## config.mk

```make
export PLATFORM = sky130hd
export DESIGN_NAME = ddr2_cas_scheduler
export DESIGN_NICKNAME = d
export VERILOG_FILES = /design/src/rtl/ddr2_sched_pkg.sv /design/src/rtl/ddr2_lat_cfg.sv /design/src/rtl/ddr2_burst_slot.sv /design/src/rtl/ddr2_window_guard.sv /design/src/rtl/ddr2_cas_scheduler.sv
export SDC_FILE = /design/constraint.sdc
export NUM_CORES = 1
export LEC_CHECK = 0
export BUFFER_PORTS_ARGS = -buffer_cell sky130_fd_sc_hd__buf_4
export CAP_MARGIN = 30
export CORE_UTILIZATION = 30
export DETAILED_ROUTE_END_ITERATION = 16
export GPL_ROUTABILITY_DRIVEN = 0
export HOLD_SLACK_MARGIN = 0.12
export PLACE_DENSITY = 0.55
export SETUP_SLACK_MARGIN = 0.3
export SYNTH_ARGS = -nofsm -noshare
export SYNTH_HDL_FRONTEND = slang
export SYNTH_SLANG_ARGS = --single-unit
```

## constraint.sdc

```tcl
create_clock -name clk -period 7.75 [get_ports clk]
set_input_delay 0.3875 -clock clk [delete_from_list [all_inputs] [get_ports clk]]
set_output_delay 0.3875 -clock clk [all_outputs]
set_load 0.02 [all_outputs]
```

## src/rtl/ddr2_sched_pkg.sv

```systemverilog
package ddr2_sched_pkg;
  typedef enum logic [1:0] {
    OP_NOP = 2'd0,
    OP_ACT = 2'd1,
    OP_RD  = 2'd2,
    OP_WR  = 2'd3
  } cmd_op_e;

  localparam int LEN_W  = 3;  // burst length in bus cycles, up to 4
  localparam int BEAT_W = 3;  // beat index 0..7
endpackage

```

## src/rtl/ddr2_lat_cfg.sv

```systemverilog
// Holds the latency settings steady while commands are in flight.
module ddr2_lat_cfg import ddr2_sched_pkg::*; #(
  parameter int AL_W  = 3,
  parameter int CL_W  = 3,
  parameter int LAT_W = 4
) (
  input  logic             clk,
  input  logic             rst_n,
  input  logic             idle,
  input  logic [AL_W-1:0]  cfg_al,
  input  logic [CL_W-1:0]  cfg_cl,
  input  logic             cfg_bl8,
  output logic [LAT_W-1:0] rd_lat,
  output logic [LAT_W-1:0] wr_lat,
  output logic [LEN_W-1:0] burst_len,
  output logic             bl8_eff
);
  localparam logic [CL_W-1:0] CL_MIN = CL_W'(2);

  logic [AL_W-1:0] al_q, al_e;
  logic [CL_W-1:0] cl_q, cl_e, cl_c;
  logic            bl8_q;

  always_comb begin
    al_e    = idle ? cfg_al  : al_q;
    cl_e    = idle ? cfg_cl  : cl_q;
    bl8_eff = idle ? cfg_bl8 : bl8_q;
  end

  always_ff @(posedge clk) begin
    if (!rst_n) begin
      al_q  <= '0;
      cl_q  <= CL_W'(3);
      bl8_q <= 1'b0;
    end else begin
      al_q  <= al_e;
      cl_q  <= cl_e;
      bl8_q <= bl8_eff;
    end
  end

  assign cl_c      = (cl_e < CL_MIN) ? CL_MIN : cl_e;
  assign rd_lat    = LAT_W'(al_e) + LAT_W'(cl_c);
  assign wr_lat    = rd_lat - LAT_W'(1);
  assign burst_len = bl8_eff ? LEN_W'(4) : LEN_W'(2);
endmodule

```

## src/rtl/ddr2_burst_slot.sv

```systemverilog
// One outstanding command: counts down its latency, then its burst cycles.
module ddr2_burst_slot import ddr2_sched_pkg::*; #(
  parameter int LAT_W = 4
) (
  input  logic              clk,
  input  logic              rst_n,
  input  logic              load,
  input  logic [LAT_W-1:0]  load_lat,
  input  logic [LEN_W-1:0]  load_len,
  input  logic              load_wr,
  output logic              busy,
  output logic              active,
  output logic              is_wr,
  output logic [BEAT_W-1:0] beat,
  output logic [LAT_W-1:0]  rem_start,
  output logic [LEN_W-1:0]  rem_len
);
  logic [LAT_W-1:0] cnt;
  logic [LEN_W-1:0] len, tot, done;

  always_ff @(posedge clk) begin
    if (!rst_n) begin
      cnt   <= '0;
      len   <= '0;
      tot   <= '0;
      is_wr <= 1'b0;
    end else if (load) begin
      cnt   <= load_lat;
      len   <= load_len;
      tot   <= load_len;
      is_wr <= load_wr;
    end else if (cnt != '0) begin
      cnt <= cnt - LAT_W'(1);
    end else if (len != '0) begin
      len <= len - LEN_W'(1);
    end
  end

  assign busy   = (len != '0);
  assign active = busy && (cnt == '0);
  assign done   = tot - len;
  assign beat   = {done[BEAT_W-2:0], 1'b0};

  // Window still owed after the coming edge, as offsets from that edge.
  always_comb begin
    if (cnt != '0) begin
      rem_start = cnt - LAT_W'(1);
      rem_len   = len;
    end else begin
      rem_start = '0;
      rem_len   = busy ? len - LEN_W'(1) : '0;
    end
  end
endmodule

```

## src/rtl/ddr2_window_guard.sv

```systemverilog
// Compares a candidate data window against every pending one.
module ddr2_window_guard import ddr2_sched_pkg::*; #(
  parameter int NSLOT = 4,
  parameter int LAT_W = 4
) (
  input  logic [LAT_W-1:0] rem_start [NSLOT],
  input  logic [LEN_W-1:0] rem_len   [NSLOT],
  input  logic [LAT_W-1:0] new_start,
  input  logic [LEN_W-1:0] new_len,
  output logic             clash
);
  localparam int SW = LAT_W + 2;

  logic [NSLOT-1:0] hit;

  for (genvar g = 0; g < NSLOT; g++) begin : g_cmp
    logic [SW-1:0] s_beg, s_end, n_beg, n_end;
    assign s_beg  = SW'(rem_start[g]);
    assign s_end  = SW'(rem_start[g]) + SW'(rem_len[g]);
    assign n_beg  = SW'(new_start);
    assign n_end  = SW'(new_start) + SW'(new_len);
    assign hit[g] = (rem_len[g] != '0) && (n_beg < s_end) && (s_beg < n_end);
  end

  assign clash = |hit;
endmodule

```

## src/rtl/ddr2_cas_scheduler.sv

```systemverilog
module ddr2_cas_scheduler import ddr2_sched_pkg::*; #(
  parameter int NSLOT = 4,
  parameter int AL_W  = 3,
  parameter int CL_W  = 3
) (
  input  logic        clk,
  input  logic        rst_n,
  input  logic        cmd_valid,
  output logic        cmd_ready,
  input  logic [1:0]  cmd_op,
  input  logic [2:0]  cfg_al,
  input  logic [2:0]  cfg_cl,
  input  logic        cfg_bl8,
  output logic        rd_valid,
  output logic        wr_en,
  output logic [2:0]  beat_idx,
  output logic        conflict
);
  localparam int LAT_W = $clog2((1 << AL_W) + (1 << CL_W));

  logic             idle, bl8_eff, clash, is_data, accept;
  logic [LAT_W-1:0] rd_lat, wr_lat, new_lat;
  logic [LEN_W-1:0] burst_len;
  logic [NSLOT-1:0] s_busy, s_act, s_wr, sel_oh;
  logic [LAT_W-1:0] s_rstart [NSLOT];
  logic [LEN_W-1:0] s_rlen   [NSLOT];
  logic [BEAT_W-1:0] s_beat  [NSLOT];
  cmd_op_e          op;

  assign op = cmd_op_e'(cmd_op);

  ddr2_lat_cfg #(.AL_W(AL_W), .CL_W(CL_W), .LAT_W(LAT_W)) u_cfg (
    .clk(clk), .rst_n(rst_n), .idle(idle),
    .cfg_al(AL_W'(cfg_al)), .cfg_cl(CL_W'(cfg_cl)), .cfg_bl8(cfg_bl8),
    .rd_lat(rd_lat), .wr_lat(wr_lat), .burst_len(burst_len), .bl8_eff(bl8_eff)
  );

  assign is_data = (op == OP_RD) || (op == OP_WR);
  assign new_lat = (op == OP_WR) ? wr_lat : rd_lat;

  ddr2_window_guard #(.NSLOT(NSLOT), .LAT_W(LAT_W)) u_guard (
    .rem_start(s_rstart), .rem_len(s_rlen),
    .new_start(new_lat), .new_len(burst_len), .clash(clash)
  );

  // Lowest-numbered free slot takes the next command.
  always_comb begin
    logic found;
    found  = 1'b0;
    sel_oh = '0;
    for (int i = 0; i < NSLOT; i++) begin
      if (!s_busy[i] && !found) begin
        sel_oh[i] = 1'b1;
        found     = 1'b1;
      end
    end
  end

  assign idle      = ~|s_busy;
  assign cmd_ready = ~&s_busy;
  assign accept    = cmd_valid && cmd_ready && is_data && !clash;

  for (genvar g = 0; g < NSLOT; g++) begin : g_slot
    ddr2_burst_slot #(.LAT_W(LAT_W)) u_slot (
      .clk(clk), .rst_n(rst_n),
      .load(accept && sel_oh[g]),
      .load_lat(new_lat), .load_len(burst_len), .load_wr(op == OP_WR),
      .busy(s_busy[g]), .active(s_act[g]), .is_wr(s_wr[g]),
      .beat(s_beat[g]), .rem_start(s_rstart[g]), .rem_len(s_rlen[g])
    );
  end

  always_comb begin
    beat_idx = '0;
    for (int i = 0; i < NSLOT; i++) begin
      if (s_act[i]) beat_idx = beat_idx | s_beat[i];
    end
  end

  assign rd_valid = |(s_act & ~s_wr);
  assign wr_en    = |(s_act & s_wr);

  always_ff @(posedge clk) begin
    if (!rst_n) conflict <= 1'b0;
    else        conflict <= cmd_valid && cmd_ready && is_data && clash;
  end
endmodule

```

==> results.json, run 1 <==
{
  "status": "finished clean",
  "route.detailed.drc": 0,
  "syn_area_per_cell_sq_um": 8.05,
  "fmax_ghz": 0.150,
  "postLayoutSetupSlackWorst_ps": 1080,
  "timing.rr.end": "g_slot[1].u_slot.cnt[3]",
  "port_buffers": 17,
  "crit_required_ps": 7930,
  "cts_resized": 0,
  "synth_top_family_by_area": "compound AO/OA/AOI/OAI gates",
  "crit_fanout": 16,
  "area_growth_pct": 12.8,
  "netlist_instances": 481,
  "cts_sinks": 44,
  "synth_common_cells": "ha_1, dfxtp_1, nor2_1",
  "row_count": 41,
  "post-route-util_pct": 34.6,
  "nFillCells": 1359,
  "layout-drive-gt1-share_pct": 9.66,
  "start_util_pct": 30.7,
  "synth_fa_ha_area_share_pct": 18.6,
  "min_period_ps": 6670,
  "ant_nets": 0,
  "synth-seq-cells": 44,
  "grt_pass1_wl_mm": 17.0,
  "r2r_cells": 22,
  "antenna_found_initial": 0,
  "async_reset_ff_share_pct": 0,
  "slew_violations": 0,
  "worst_path_dominant_cell_family": "adder cells",
  "grt-ovfl-total": 0,
  "hold_buffers": 0,
  "synthSimpleGateAreaFrac_pct": 19.7,
  "path_cells": "inv_1 > ha_1 > nor2b_1 > nand4_1 > mux2_2 > nand2_1 > ha_1 > xor2_1 > inv_1 > ha_1 > a21oi_1 > buf_4 > ha_1 > fa_1 > inv_1 > ha_1 > a21o_1 > a31oi_1 > maj3_1 > a22oi_1 > o2111ai_2 > o311a_1",
  "relSlewSlack_pct": 43.9,
  "max_slew.worst_pin.slew_ps": 841,
  "dpl.hpwl_mm": 8.08,
  "fp.coreArea_sq_mm": 0.0126,
  "r2r_start": "g_slot[3].u_slot.len[0]",
  "dp_cells": 662,
  "hold_depth": 3,
  "drt_iter0_drc": 171,
  "dr.pass1.iters": 4,
  "viasPerCell": 5.23,
  "fin_skew_ps": 6.58,
  "fin_crit_sh_pct": 86.1,
  "h-tree-depth": 2,
  "dieArea_sq_mm": 0.0134,
  "crit_arrival_ps": 6850,
  "synth_compound_area_share_pct": 22.7,
  "path_class": "reg -> reg",
  "critPathBufInv": 4,
  "rsz0062_at_grt": "no",
  "hold_viol_final": 0,
  "seq_area_frac_synth_pct": 22.8,
  "synthXorXnorAreaFrac_pct": 5.43,
  "die_x_um": 116,
  "hold_end": "u_cfg.cl_q[0]",
  "fin_cells": 669,
  "antenna_cells": 0,
  "fin_nets": 561,
  "endpoint_kind": "flop",
  "routedWlPerCell_um": 15.7,
  "max_stage_delay_ps": 560,
  "numCtsBuffers": 5,
  "tritoncts": "done",
  "synthTopCellsByArea": "dfxtp_1, ha_1, a21oi_1",
  "yosysTopAreaCell": "dfxtp_1",
  "ctsLongestPathBuffers": 2,
  "grtUsageTotal_pct": 16.6,
  "wl_mm": 10.5,
  "synth.most_common_cell": "ha_1",
  "synth_edf_count": 0,
  "worst_path_max_delay_cell": "o2111ai_2",
  "min_path_type": "in -> reg",
  "clk_pin_slew_ps": 60,
  "vias": 3497,
  "die_y_um": 116,
  "cts_setup_buffers": 0,
  "setup-violations-final": 0,
  "min_from": "cfg_cl[0]",
  "ioPinCount": 19,
  "first_global_vias": 3337,
  "dp_slack_ps": 1080,
  "maxCapViolations": 0,
  "yosysWarnings": 0,
  "tns_ps": 0,
  "synth.net_count": 545,
  "synth.distinct_cells": 58,
  "start_kind": "flop",
  "insertion_delay_ps": 290,
  "crit_top_cell": "ha_1",
  "grt_max_degree": 23,
  "cts-root-buf": "clkbuf_16",
  "rrSetupSlack_ps": 1080,
  "synth_area_sq_mm": 0.00387,
  "synth_top_area_share_pct": 22.8,
  "ys.flop_type": "dfxtp_1",
  "synthMuxAreaShare_pct": 5.85
}
==> state kept, by name (all words and copies together), names as in the netlist <==
signal               cells
u_cfg.cl_q               3
conflict                 1
u_cfg.al_q               3
u_cfg.bl8_q              1
g_slot.u_slot.tot        4
g_slot.u_slot.is_wr      4
g_slot.u_slot.len       12
g_slot.u_slot.cnt       16
==> worst reg2reg max path, cell delays in order (launching register included) <==
cell	delay (ps)
dfxtp_1	350
inv_1	230
ha_1	250
nor2b_1	410
nand4_1	500
mux2_2	470
nand2_1	70
ha_1	250
xor2_1	320
inv_1	80
ha_1	280
a21oi_1	50
buf_4	190
ha_1	220
fa_1	480
inv_1	90
ha_1	310
a21o_1	120
a31oi_1	40
maj3_1	350
a22oi_1	440
o2111ai_2	560
o311a_1	490
==> per-layer routing <==
layer  GRT usage (%)  routed length (um)
met5               0                   0
met4            3.98                 138
met3            2.88                 314
met2            28.7                5030
met1            21.5                5020
==> cell type report <==
type	instances	area (sq um)	share of cell area, %
clock buffers	7	153	3.50
multi-input cells	390	2800	64.1
inverters	33	124	2.84
repair buffers	23	193	4.42
flip-flops and latches	44	881	20.2
well taps	172	215	4.93
==> cell usage in the layout (no fill, tap or decap), types with 15 or more instances in the layout <==
| master | netlist | layout |
|---|---|---|
| dfxtp_1 | 44 | 44 |
| mux2i_1 | 17 | 17 |
| nand3_1 | 26 | 26 |
| inv_1 | 33 | 33 |
| a21oi_1 | 38 | 38 |
| xnor2_1 | 18 | 18 |
| nand2_1 | 32 | 32 |
| nor3_1 | 15 | 15 |
| nor2_1 | 44 | 44 |
| buf_4 | 1 | 22 |
| ha_1 | 47 | 47 |
| o21ai_0 | 26 | 26 |
==> per-stage QoR <==
| stage | instance area [sq um] | hold slack (ps) |
|---|---|---|
| finish | 4360 | 331 |
| detailed placement | 4210 | 482 |
| CTS | 4360 | 326 |
| global placement | 4180 | 480 |
| floorplan | 3870 | 445 |
| global route | 4360 | 364 |
==> kinds of logic (layout without fill, tap and decap cells) <==
| group | after synthesis | in the layout |
|---|---|---|
| flops | 44 | 44 |
| simple gates | 152 | 152 |
| buf+inv | 47 | 63 |
| xor+xnor | 24 | 24 |
| compound gates | 136 | 136 |
| mux | 22 | 22 |
| fa+ha+maj | 55 | 55 |
| other cells | 1 | 1 |
==> worst max-delay path by stage <==
| stage | from | to | slack, ps | cells past startpoint |
|---|---|---|---|---|
| 2_1_floorplan | g_slot[1].u_slot.len[0] | g_slot[1].u_slot.cnt[1] | 1900 | 25 |
| 3_3_place_gp | g_slot[3].u_slot.len[0] | g_slot[2].u_slot.cnt[1] | 1240 | 23 |
| 3_5_place_dp | g_slot[3].u_slot.len[0] | g_slot[1].u_slot.cnt[3] | 1080 | 22 |
| 4_1_cts | g_slot[3].u_slot.len[0] | g_slot[1].u_slot.cnt[3] | 1100 | 22 |
| 5_1_grt | g_slot[3].u_slot.len[0] | g_slot[2].u_slot.cnt[0] | 520 | 24 |
| 6_report | g_slot[3].u_slot.len[0] | g_slot[1].u_slot.cnt[3] | 1080 | 22 |
Power of run 1 is left out: the tool's default activity adds up to more than one toggle a clock period on the data nets, which glitch-free logic cannot reach.
==> run 2, diff against run 1 <==
--- a/config.mk
+++ b/config.mk
@@ -7,6 +7,7 @@
 export LEC_CHECK = 0
 export BUFFER_PORTS_ARGS = -buffer_cell sky130_fd_sc_hd__buf_4
 export CAP_MARGIN = 30
+export CORE_MARGIN = 4
 export CORE_UTILIZATION = 30
 export DETAILED_ROUTE_END_ITERATION = 16
 export GPL_ROUTABILITY_DRIVEN = 0
@@ -15,4 +16,5 @@
 export SETUP_SLACK_MARGIN = 0.3
 export SYNTH_ARGS = -nofsm -noshare
 export SYNTH_HDL_FRONTEND = slang
+export SYNTH_HIERARCHICAL = 1
 export SYNTH_SLANG_ARGS = --single-unit
==> results.json, run 2 <==
{
  "yosysWarnings": 6,
  "setup-violations-final": 0,
  "nFillCells": 1484,
  "antenna_cells": 0,
  "dp_slack_ps": 1540,
  "row_count": 44,
  "worst_path_max_delay_cell": "fa_1",
  "synthTopCellsByArea": "dfxtp_1, ha_1, xnor2_1",
  "ant_nets": 0,
  "start_util_pct": 30.6,
  "slew_violations": 0,
  "maxCapViolations": 0,
  "fmax_ghz": 0.160,
  "synth_top_area_share_pct": 21.7,
  "fin_nets": 606,
  "max_stage_delay_ps": 420,
  "synth.distinct_cells": 49,
  "start_kind": "flop",
  "netlist_instances": 510,
  "cts-root-buf": "clkbuf_16",
  "hold_depth": 3,
  "ys.flop_type": "dfxtp_1",
  "fin_crit_sh_pct": 80.6,
  "cts_setup_buffers": 0,
  "rrSetupSlack_ps": 1500,
  "dr.pass1.iters": 4,
  "routedWlPerCell_um": 15.2,
  "area_growth_pct": 11.0,
  "crit_top_cell": "ha_1",
  "timing.rr.end": "g_slot[2].u_slot/cnt[3]",
  "syn_area_per_cell_sq_um": 8.68,
  "async_reset_ff_share_pct": 0,
  "seq_area_frac_synth_pct": 21.7,
  "min_period_ps": 6250,
  "min_from": "cfg_cl[0]",
  "r2r_start": "g_slot[1].u_slot/len[0]",
  "worst_path_dominant_cell_family": "adder cells",
  "synth_area_sq_mm": 0.00443,
  "regArea_sq_um": 961,
  "wl_mm": 10.8,
  "ioPinCount": 19,
  "max_slew.worst_pin.slew_ps": 528,
  "hold_viol_final": 0,
  "grtUsageTotal_pct": 13.6,
  "dpl.hpwl_mm": 8.19,
  "fin_skew_ps": 8.87,
  "synth_edf_count": 0,
  "die_y_um": 129,
  "min_path_type": "in -> reg",
  "multi_input_area_sq_mm": 0.00317,
  "die_x_um": 129,
  "grt-ovfl-total": 0,
  "synth.net_count": 591,
  "synth.most_common_cell": "ha_1",
  "dieArea_sq_mm": 0.0168,
  "top_regs": "g_slot.u_slot/cnt x16, g_slot.u_slot/len x12, g_slot.u_slot/tot x8",
  "route.detailed.drc": 0,
  "drt_iter0_drc": 204,
  "antenna_found_initial": 0,
  "crit_required_ps": 7940,
  "cts_sinks": 48,
  "insertion_delay_ps": 300,
  "largest-register": "g_slot.u_slot/cnt",
  "fp.coreArea_sq_mm": 0.0145,
  "hold_end": "u_cfg/cl_q[0]",
  "grt_pass1_wl_mm": 18.3,
  "post-route-util_pct": 33.9,
  "cts_resized": 0,
  "postLayoutSetupSlackWorst_ps": 1500,
  "yosysTopAreaCell": "dfxtp_1",
  "endpoint_kind": "flop",
  "status": "finished clean",
  "h-tree-depth": 2,
  "numCtsBuffers": 5,
  "crit_arrival_ps": 6440,
  "ctsLongestPathBuffers": 2,
  "synth_common_cells": "ha_1, dfxtp_1, inv_1",
  "r2r_cells": 27,
  "critPathBufInv": 5,
  "relSlewSlack_pct": 64.8,
  "layout-drive-gt1-share_pct": 14.8,
  "final_cell_mix": "ha_1, inv_1, dfxtp_1, o21ai_0",
  "dp_cells": 702,
  "synth-seq-cells": 48,
  "fin_cells": 710,
  "largest_reg_flops": 16,
  "viasPerCell": 4.98,
  "hold_buffers": 0,
  "path_class": "reg -> reg",
  "port_buffers": 17,
  "tritoncts": "done",
  "rsz0062_at_grt": "no",
  "first_global_vias": 3535,
  "grt_max_degree": 53,
  "clk_pin_slew_ps": 60,
  "final_common_cell": "ha_1",
  "tns_ps": 0,
  "vias": 3533,
  "crit_fanout": 14
}
==> run 2: changes by cell type after synthesis, moves of 8 or more <==
cell | previous run | this run
nand3_1 | 26 | 14
nor2b_1 | 4 | 15
ha_1 | 47 | 63
nor3b_1 | 3 | 11
inv_1 | 33 | 48
nand2b_1 | 5 | 15
buf_4 | 1 | 10
o21ai_0 | 26 | 36
a21oi_1 | 38 | 21
o21ai_1 | 10 | 0
nand2_1 | 32 | 22
nor2_1 | 44 | 27
==> run 2: cells by family (layout without fill, tap and decap cells) <==
group	after synthesis	after routing	synth area share [%]
AOI/OAI and AO/OA	121	121	17.8
other	5	5	0.424
xor gates and xnor gates	29	29	5.91
adders and majority gates	69	69	20.5
muxes	31	31	8.03
DFF	48	48	21.7
and+or+nand+nor	140	140	18.8
buffers and inverters	67	83	6.81
==> run 2: worst reg2reg max path, stage by stage, from the launching register on <==
cell and delay [ps]:
dfxtp_1 330, inv_1 120, ha_1 240, nand2b_1 270, nor4_2 350, buf_4 240, mux2_4 330, ha_1 210
inv_1 60, fa_1 430, ha_1 200, xor2_1 150, mux2_4 360, ha_1 360, a21oi_1 190, xor2_1 350
ha_1 240, nor2_1 50, o21ai_0 70, o211ai_1 110, a32oi_1 200, o211ai_1 140, nand3b_1 260, nor3_1 190
buf_4 270, inv_1 90, o21ai_0 160, o21ba_2 170
==> run 2: layout make-up <==
cell class | instances | area share (%)
Sequential cell | 48 | 19.6
Inverter | 48 | 3.67
Clock buffer | 5 | 2.55
Tap cell | 184 | 4.69
Timing Repair Buffer | 27 | 4.13
Clock inverter | 3 | 0.866
Multi-Input combinational cell | 395 | 64.5
==> run 2: metrics by stage <==
step,hold WS [ps],area (sq um)
after CTS,313,4910
final,321,4910
after detailed placement,460,4740
after floorplan,433,4430
after global routing,326,4910
after global placement,460,4740
==> run 2: per-layer routing <==
metal / share of wire [%] / vias to the layer above / track usage [%]
li1: - / 1815 / -
met1: 50 / 1673 / 18.6
met2: 46 / 37 / 22.3
met3: 2.8 / 8 / 2.43
met4: 1.1 / 0 / 3.06
met5: 0 / - / 0
==> run 2: worst max-delay path by stage <==
stage	start	to	depth (start not counted)
floorplan	g_slot[0].u_slot/len[0]	g_slot[1].u_slot/tot[1]	26
global placement	g_slot[0].u_slot/len[0]	g_slot[2].u_slot/cnt[3]	26
detailed placement	g_slot[1].u_slot/len[0]	g_slot[2].u_slot/cnt[3]	26
CTS	g_slot[1].u_slot/len[0]	g_slot[2].u_slot/cnt[3]	26
global route	g_slot[1].u_slot/len[0]	g_slot[1].u_slot/cnt[3]	26
finish	g_slot[1].u_slot/len[0]	g_slot[2].u_slot/cnt[3]	27
Power of run 2 is left out for the same reason.
